<file path="src/rtl/bcdu_pkg.sv">
package bcdu_pkg;
  localparam int DIGIT_W   = 4;
  localparam int DEC_RADIX = 10;

  typedef struct packed {
    logic neg;
    logic ovf;
    logic zero;
    logic carry;
  } bcdu_flags_t;
endpackage

</file>
<file path="src/rtl/bcdu_digit_cell.sv">
module bcdu_digit_cell
  import bcdu_pkg::*;
(
  input  logic [DIGIT_W-1:0] a_dig,
  input  logic [DIGIT_W-1:0] m_dig,
  input  logic               sub,
  input  logic               link_in,
  output logic [DIGIT_W-1:0] r_dig,
  output logic               link_out
);
  localparam int TW = DIGIT_W + 2;

  logic [TW-1:0] raw;
  logic [TW-1:0] fixed;

  // one window serves both directions: a negative difference wraps to a
  // large unsigned value, so "above 9" catches both overflow and borrow
  always_comb begin
    if (sub)
      raw = {2'b00, a_dig} - {2'b00, m_dig} - {{(TW-1){1'b0}}, link_in};
    else
      raw = {2'b00, a_dig} + {2'b00, m_dig} + {{(TW-1){1'b0}}, link_in};
    link_out = (raw > TW'(DEC_RADIX - 1));
    if (!link_out)
      fixed = raw;
    else if (sub)
      fixed = raw + TW'(DEC_RADIX);
    else
      fixed = raw - TW'(DEC_RADIX);
    r_dig = fixed[DIGIT_W-1:0];
  end

  always_comb begin
    if ((a_dig <= DIGIT_W'(DEC_RADIX - 1)) && (m_dig <= DIGIT_W'(DEC_RADIX - 1)))
      AST_DIGIT_IN_RANGE: assert (r_dig <= DIGIT_W'(DEC_RADIX - 1));
  end
endmodule

</file>
<file path="src/rtl/bcdu_digit_chain.sv">
module bcdu_digit_chain
  import bcdu_pkg::*;
#(
  parameter int NDIG = 4
) (
  input  logic [NDIG*DIGIT_W-1:0] a_in,
  input  logic [NDIG*DIGIT_W-1:0] m_in,
  input  logic                    sub,
  input  logic                    carry_in,
  output logic [NDIG*DIGIT_W-1:0] r_out,
  output logic                    link_half,
  output logic                    link_full
);
  localparam int HALF_DIG = NDIG / 2;

  logic [NDIG:0] link;

  // for subtraction the chain carries a borrow, the inverse of the flag
  assign link[0] = sub ? ~carry_in : carry_in;

  for (genvar d = 0; d < NDIG; d++) begin : g_dig
    bcdu_digit_cell u_cell (
      .a_dig   (a_in[d*DIGIT_W +: DIGIT_W]),
      .m_dig   (m_in[d*DIGIT_W +: DIGIT_W]),
      .sub     (sub),
      .link_in (link[d]),
      .r_dig   (r_out[d*DIGIT_W +: DIGIT_W]),
      .link_out(link[d+1])
    );
  end

  assign link_half = link[HALF_DIG];
  assign link_full = link[NDIG];
endmodule

</file>
<file path="src/rtl/bcdu_bin_adder.sv">
module bcdu_bin_adder #(
  parameter int W = 16
) (
  input  logic [W-1:0] a_in,
  input  logic [W-1:0] m_in,
  input  logic         sub,
  input  logic         carry_in,
  output logic [W-1:0] sum,
  output logic         carry_half,
  output logic         carry_full
);
  localparam int H = W / 2;

  logic [W-1:0] m_eff;
  logic [H:0]   lo;
  logic [H:0]   hi;

  // a - m - (1 - c) == a + ~m + c ; carry out then means "no borrow"
  always_comb begin
    m_eff = sub ? ~m_in : m_in;
    lo = {1'b0, a_in[H-1:0]} + {1'b0, m_eff[H-1:0]} + {{H{1'b0}}, carry_in};
    hi = {1'b0, a_in[W-1:H]} + {1'b0, m_eff[W-1:H]} + {{H{1'b0}}, lo[H]};
    sum        = {hi[H-1:0], lo[H-1:0]};
    carry_half = lo[H];
    carry_full = hi[H];
  end
endmodule

</file>
<file path="src/rtl/bcdu_flag_gen.sv">
module bcdu_flag_gen #(
  parameter int W = 16
) (
  input  logic [W-1:0] r_in,
  input  logic         a_sign,
  input  logic         m_sign,
  input  logic         sub,
  input  logic         narrow,
  output logic         neg,
  output logic         ovf,
  output logic         zero
);
  localparam int H = W / 2;

  logic r_sign;

  always_comb begin
    r_sign = narrow ? r_in[H-1] : r_in[W-1];
    neg    = r_sign;
    zero   = narrow ? (r_in[H-1:0] == '0) : (r_in == '0);
    if (sub)
      ovf = (a_sign ^ m_sign) & (a_sign ^ r_sign);
    else
      ovf = ~(a_sign ^ m_sign) & (m_sign ^ r_sign);
  end
endmodule

</file>
<file path="src/rtl/dec_addsub_unit.sv">
module dec_addsub_unit
  import bcdu_pkg::*;
#(
  parameter int WORD_W = 16
) (
  input  logic              clk,
  input  logic              rst,
  input  logic              start,
  input  logic              do_sub,
  input  logic              byte_mode,
  input  logic              dec_mode,
  input  logic              carry_in,
  input  logic [WORD_W-1:0] acc_in,
  input  logic [WORD_W-1:0] opnd_in,
  output logic [WORD_W-1:0] res_acc,
  output logic              flag_n,
  output logic              flag_v,
  output logic              flag_z,
  output logic              flag_c,
  output logic              res_valid
);
  localparam int HALF_W = WORD_W / 2;
  localparam int NDIG   = WORD_W / DIGIT_W;

  logic [WORD_W-1:0] bin_sum, dec_sum, sel_sum, acc_next;
  logic              bin_c_half, bin_c_full;
  logic              dec_l_half, dec_l_full;
  logic              dec_link, carry_next;
  logic              a_sign, m_sign;
  logic              n_next, v_next, z_next;
  bcdu_flags_t       flags_q;

  bcdu_bin_adder #(.W(WORD_W)) u_bin (
    .a_in      (acc_in),
    .m_in      (opnd_in),
    .sub       (do_sub),
    .carry_in  (carry_in),
    .sum       (bin_sum),
    .carry_half(bin_c_half),
    .carry_full(bin_c_full)
  );

  bcdu_digit_chain #(.NDIG(NDIG)) u_dec (
    .a_in     (acc_in),
    .m_in     (opnd_in),
    .sub      (do_sub),
    .carry_in (carry_in),
    .r_out    (dec_sum),
    .link_half(dec_l_half),
    .link_full(dec_l_full)
  );

  always_comb begin
    sel_sum  = dec_mode ? dec_sum : bin_sum;
    dec_link = byte_mode ? dec_l_half : dec_l_full;
    if (dec_mode)
      carry_next = do_sub ? ~dec_link : dec_link;
    else
      carry_next = byte_mode ? bin_c_half : bin_c_full;
    acc_next = byte_mode ? {acc_in[WORD_W-1:HALF_W], sel_sum[HALF_W-1:0]} : sel_sum;
    a_sign   = byte_mode ? acc_in[HALF_W-1]  : acc_in[WORD_W-1];
    m_sign   = byte_mode ? opnd_in[HALF_W-1] : opnd_in[WORD_W-1];
  end

  bcdu_flag_gen #(.W(WORD_W)) u_flags (
    .r_in  (sel_sum),
    .a_sign(a_sign),
    .m_sign(m_sign),
    .sub   (do_sub),
    .narrow(byte_mode),
    .neg   (n_next),
    .ovf   (v_next),
    .zero  (z_next)
  );

  always_ff @(posedge clk) begin
    if (rst) begin
      res_acc   <= '0;
      flags_q   <= '0;
      res_valid <= 1'b0;
    end else begin
      res_valid <= start;
      if (start) begin
        res_acc       <= acc_next;
        flags_q.neg   <= n_next;
        flags_q.ovf   <= v_next;
        flags_q.zero  <= z_next;
        flags_q.carry <= carry_next;
      end
    end
  end

  assign flag_n = flags_q.neg;
  assign flag_v = flags_q.ovf;
  assign flag_z = flags_q.zero;
  assign flag_c = flags_q.carry;

  AST_VALID_AFTER_START: assert property (@(posedge clk) disable iff (rst)
    start |=> res_valid);
  AST_NO_VALID_IDLE: assert property (@(posedge clk) disable iff (rst)
    !start |=> !res_valid);
  AST_RESULT_HOLD: assert property (@(posedge clk) disable iff (rst)
    !start |=> ($stable(res_acc) && $stable(flags_q)));
  AST_UPPER_KEPT: assert property (@(posedge clk) disable iff (rst)
    (start && byte_mode) |=> (res_acc[WORD_W-1:HALF_W] == $past(acc_in[WORD_W-1:HALF_W])));
  AST_ZERO_WORD: assert property (@(posedge clk) disable iff (rst)
    (start && !byte_mode) |=> (flag_z == (res_acc == '0)));
endmodule

</file>
<file path="config.mk">
export PLATFORM = sky130hd
export DESIGN_NAME = dec_addsub_unit
export DESIGN_NICKNAME = d
export VERILOG_FILES = /design/src/rtl/bcdu_pkg.sv /design/src/rtl/bcdu_digit_cell.sv /design/src/rtl/bcdu_digit_chain.sv /design/src/rtl/bcdu_bin_adder.sv /design/src/rtl/bcdu_flag_gen.sv /design/src/rtl/dec_addsub_unit.sv
export SDC_FILE = /design/constraint.sdc
export NUM_CORES = 1
export LEC_CHECK = 0
export ABC_AREA = 1
export BUFFER_PORTS_ARGS = -buffer_cell sky130_fd_sc_hd__buf_2
export CAP_MARGIN = 40
export CORE_MARGIN = 5
export CORE_UTILIZATION = 52
export CTS_CLUSTER_SIZE = 10
export DETAILED_ROUTE_END_ITERATION = 10
export MAX_ROUTING_LAYER = met4
export PLACE_DENSITY = 0.8
export SLEW_MARGIN = 10
export SYNTH_ARGS = -nofsm -noshare
export SYNTH_HDL_FRONTEND = slang
export SYNTH_SLANG_ARGS = --single-unit
</file>
<file path="constraint.sdc">
create_clock -name clk -period 8.4 [get_ports clk]
set_clock_uncertainty 0.2 [all_clocks]
set_input_delay 0.84 -clock clk [delete_from_list [all_inputs] [get_ports clk]]
set_output_delay 0.84 -clock clk [all_outputs]
set_load 0.02 [all_outputs]
</file>
==> flow_metrics.tcl <==
set metrics [dict create \
    status "finished clean" \
    htree_levels 1 \
    max_freq_ghz 0.125 \
    synth_cells 667 \
    antenna_found_initial 0 \
    grt_util_met3_pct 1.87 \
    die_x_um 101 \
    power_frac_seq_pct 18.6 \
    power_switching_w 0.000304 \
    cts_sinks 21 \
    die_h_um 101 \
    dr_total_vias 4510 \
    end_kind "flop" \
    crit_path_max_incr_delay_ps 470 \
    numCtsBuffers 3 \
    clock_latency_ps 260 \
    drtIter0Drc 254 \
    path_max_fanout 5 \
    postSynthNetCount 776 \
    async_flop_share_pct 0 \
    grt_usage_pct 22.8 \
    pwr-share-comb_pct 70.5 \
    min_period_ps 8010 \
    synth_edf_count 0 \
    ant_nets 0 \
    hold_viol 0 \
    tns_ps 0 \
    hp-class "reg -> reg" \
    fp-row-count 33 \
    ir_drop_mv 0.0634 \
    worstMarginPinSlew_ps 613 \
    fin_crit_sh_pct 95.3 \
    crit_type "in -> reg" \
    seq_area_frac_synth_pct 9.87 \
    maxCapViolCount 0 \
    die_area_um2 10100 \
    finalNetCount 832 \
    cts_buffer_depth 2 \
    gr-total-overflow 0 \
    p_int_w 0.000305 \
    hpwl_um 9160 \
    wl_per_cell_um 13.7 \
    cts_tree "done" \
    avgSynthCellArea_um2 6.39 \
    vias_per_cell 5.45 \
    cp.required_ps 8400 \
    boundaryPins 60 \
    hold_buffers 0 \
    swShare_pct 49.9 \
    first_pass_iters 5 \
    drc 0 \
    ys_seq_elements 21 \
    yosysWarnings 0 \
    yosysTopAreaCell "ha_1" \
    grt_first_pass_wirelength_um 19000 \
    critPathMostFrequentCell "nand2_1" \
    clockRootBuffer "clkbuf_8" \
    port_buffers 59 \
    start_util_pct 52.6 \
    p_per_area_nw_per_um2 127 \
    slew_headroom_pct 59.1 \
    fillers 794 \
    grt_pass1_vias 4337 \
    final_util_pct 59.2 \
    ys_types 38 \
    layout-drive-gt1-share_pct 20.2 \
    globalplace.congestion 0.966 \
    synthTopCellsByArea "ha_1, nand2_1, dfxtp_1" \
    setup_violations 0 \
    wl_um 11400 \
    p_clk_share_pct 10.9 \
    core_area_um2 8090 \
    p_leak_nw 2.64 \
    syn-cell-area_um2 4260 \
    slew_viol_final 0 \
    synth_top_area_share_pct 15.9 \
    crit_slowest_cell "fa_1" \
    mostFrequentLayoutCell "nand2_1" \
    syn_to_final_growth_pct 12.4 \
    grt.busiest_layer "met2" \
    synthFlopType "dfxtp_1" \
    cp-start-kind "input port" \
    mostFrequentLayoutCells "nand2_1, inv_1, nand3_1, buf_2, ha_1" \
    clk_pin_slew_ps 70 \
    grt_max_degree 43 \
    gr-usage-met2_pct 40.0 \
    worst-endpoint-arrival_ps 8010 \
    grtUsageMet1_pct 28.6 \
    diodes 0 \
]
logic make-up after synthesis:
kind of cell / Yosys count / synth area share (%)
DFF: 21 / 9.87
xor gates and xnor gates: 23 / 4.73
muxes: 3 / 0.705
AOI/OAI and AO/OA: 112 / 15.7
adders and majority gates: 70 / 23.4
and+or+nand+nor: 310 / 33.8
buffers and inverters: 128 / 11.9
per-stage QoR:
| stage | power (W) | worst slack, ps | instances | hold slack (ps) | instance area, um2 |
|---|---|---|---|---|---|
| after global placement | 0.000503 | 159 | 816 | 254 | 4620 |
| after global routing | 0.000671 | -48.3 | 827 | 284 | 4790 |
| after floorplan | 0.000416 | 194 | 667 | 345 | 4260 |
| after detailed placement | 0.000516 | -167 | 816 | 255 | 4620 |
| final | 0.000609 | 394 | 827 | 262 | 4790 |
| after CTS | 0.000584 | 98.3 | 820 | 265 | 4670 |
sequential cells by signal (all words and copies together) (netlist names):
register   cells
flag_z         1
flag_n         1
flag_c         1
res_valid      1
res_acc       16
flag_v         1
synthesized netlist by cell type, types with 4 or more instances:
cell type,number
or2_2,7
inv_2,6
nand3_1,76
or2_1,5
o21ai_1,4
nor2_1,40
a21oi_1,46
nand2_1,149
o21ai_2,4
a21oi_2,7
buf_2,9
nand2_2,11
nand3_2,11
ha_1,54
fa_1,16
nand3b_1,6
clkbuf_1,7
dfxtp_1,21
o211ai_1,9
xnor2_1,6
o21ai_0,31
xor2_1,17
inv_1,101
area by class of cell:
cell class                      instances  area, um2  area share (%)
Clock buffer                            4       45.0           0.941
Inverter                              108        408            8.52
Multi-Input combinational cell        518       3400            71.0
Sequential cell                        21        420            8.78
Tap cell                              105        131            2.74
Timing Repair Buffer                   71        385            8.05
routing by layer:
metal,wire length [um],up-vias
li1,-,2274
met4,229,0
met3,667,22
met5,0,-
met1,4840,2060
met2,5620,154
critical path: cells and delay by family:
family,cells,cell delay (ps)
simple gates,27,2540
xor+xnor,1,200
fa+ha+maj,10,3230
compound gates,4,390
buf+inv,12,770
final timing paths:
path,startpoint,to,slack [ps],cells after the start
worst min-delay path,res_acc[10]$_SDFFE_PP0P_,res_acc[10]$_SDFFE_PP0P_,260,2
worst max-delay path,acc_in[0],flag_z$_SDFFE_PP0P_,390,54
worst max register to register,res_acc[2]$_SDFFE_PP0P_,res_acc[2]$_SDFFE_PP0P_,7460,4
worst min register to register,res_acc[10]$_SDFFE_PP0P_,res_acc[10]$_SDFFE_PP0P_,260,2
power by group through the flow:
stage / registers [W] / clock network [W] / logic [W]
floorplan: 0.000127 / 0 / 0.000289
global placement: 0.000115 / 0 / 0.000387
detailed placement: 0.000116 / 0 / 0.000401
CTS: 0.000113 / 0.0000676 / 0.000403
global route: 0.000114 / 0.0000706 / 0.000486
finish: 0.000113 / 0.0000666 / 0.000429
timing repair:
item / 4_1_cts / 5_1_grt
setup endpoints to repair: 0 / 5
gates resized for setup: 0 / 26
buffers inserted: 0 / 7
(Power assumes the default switching activity.)
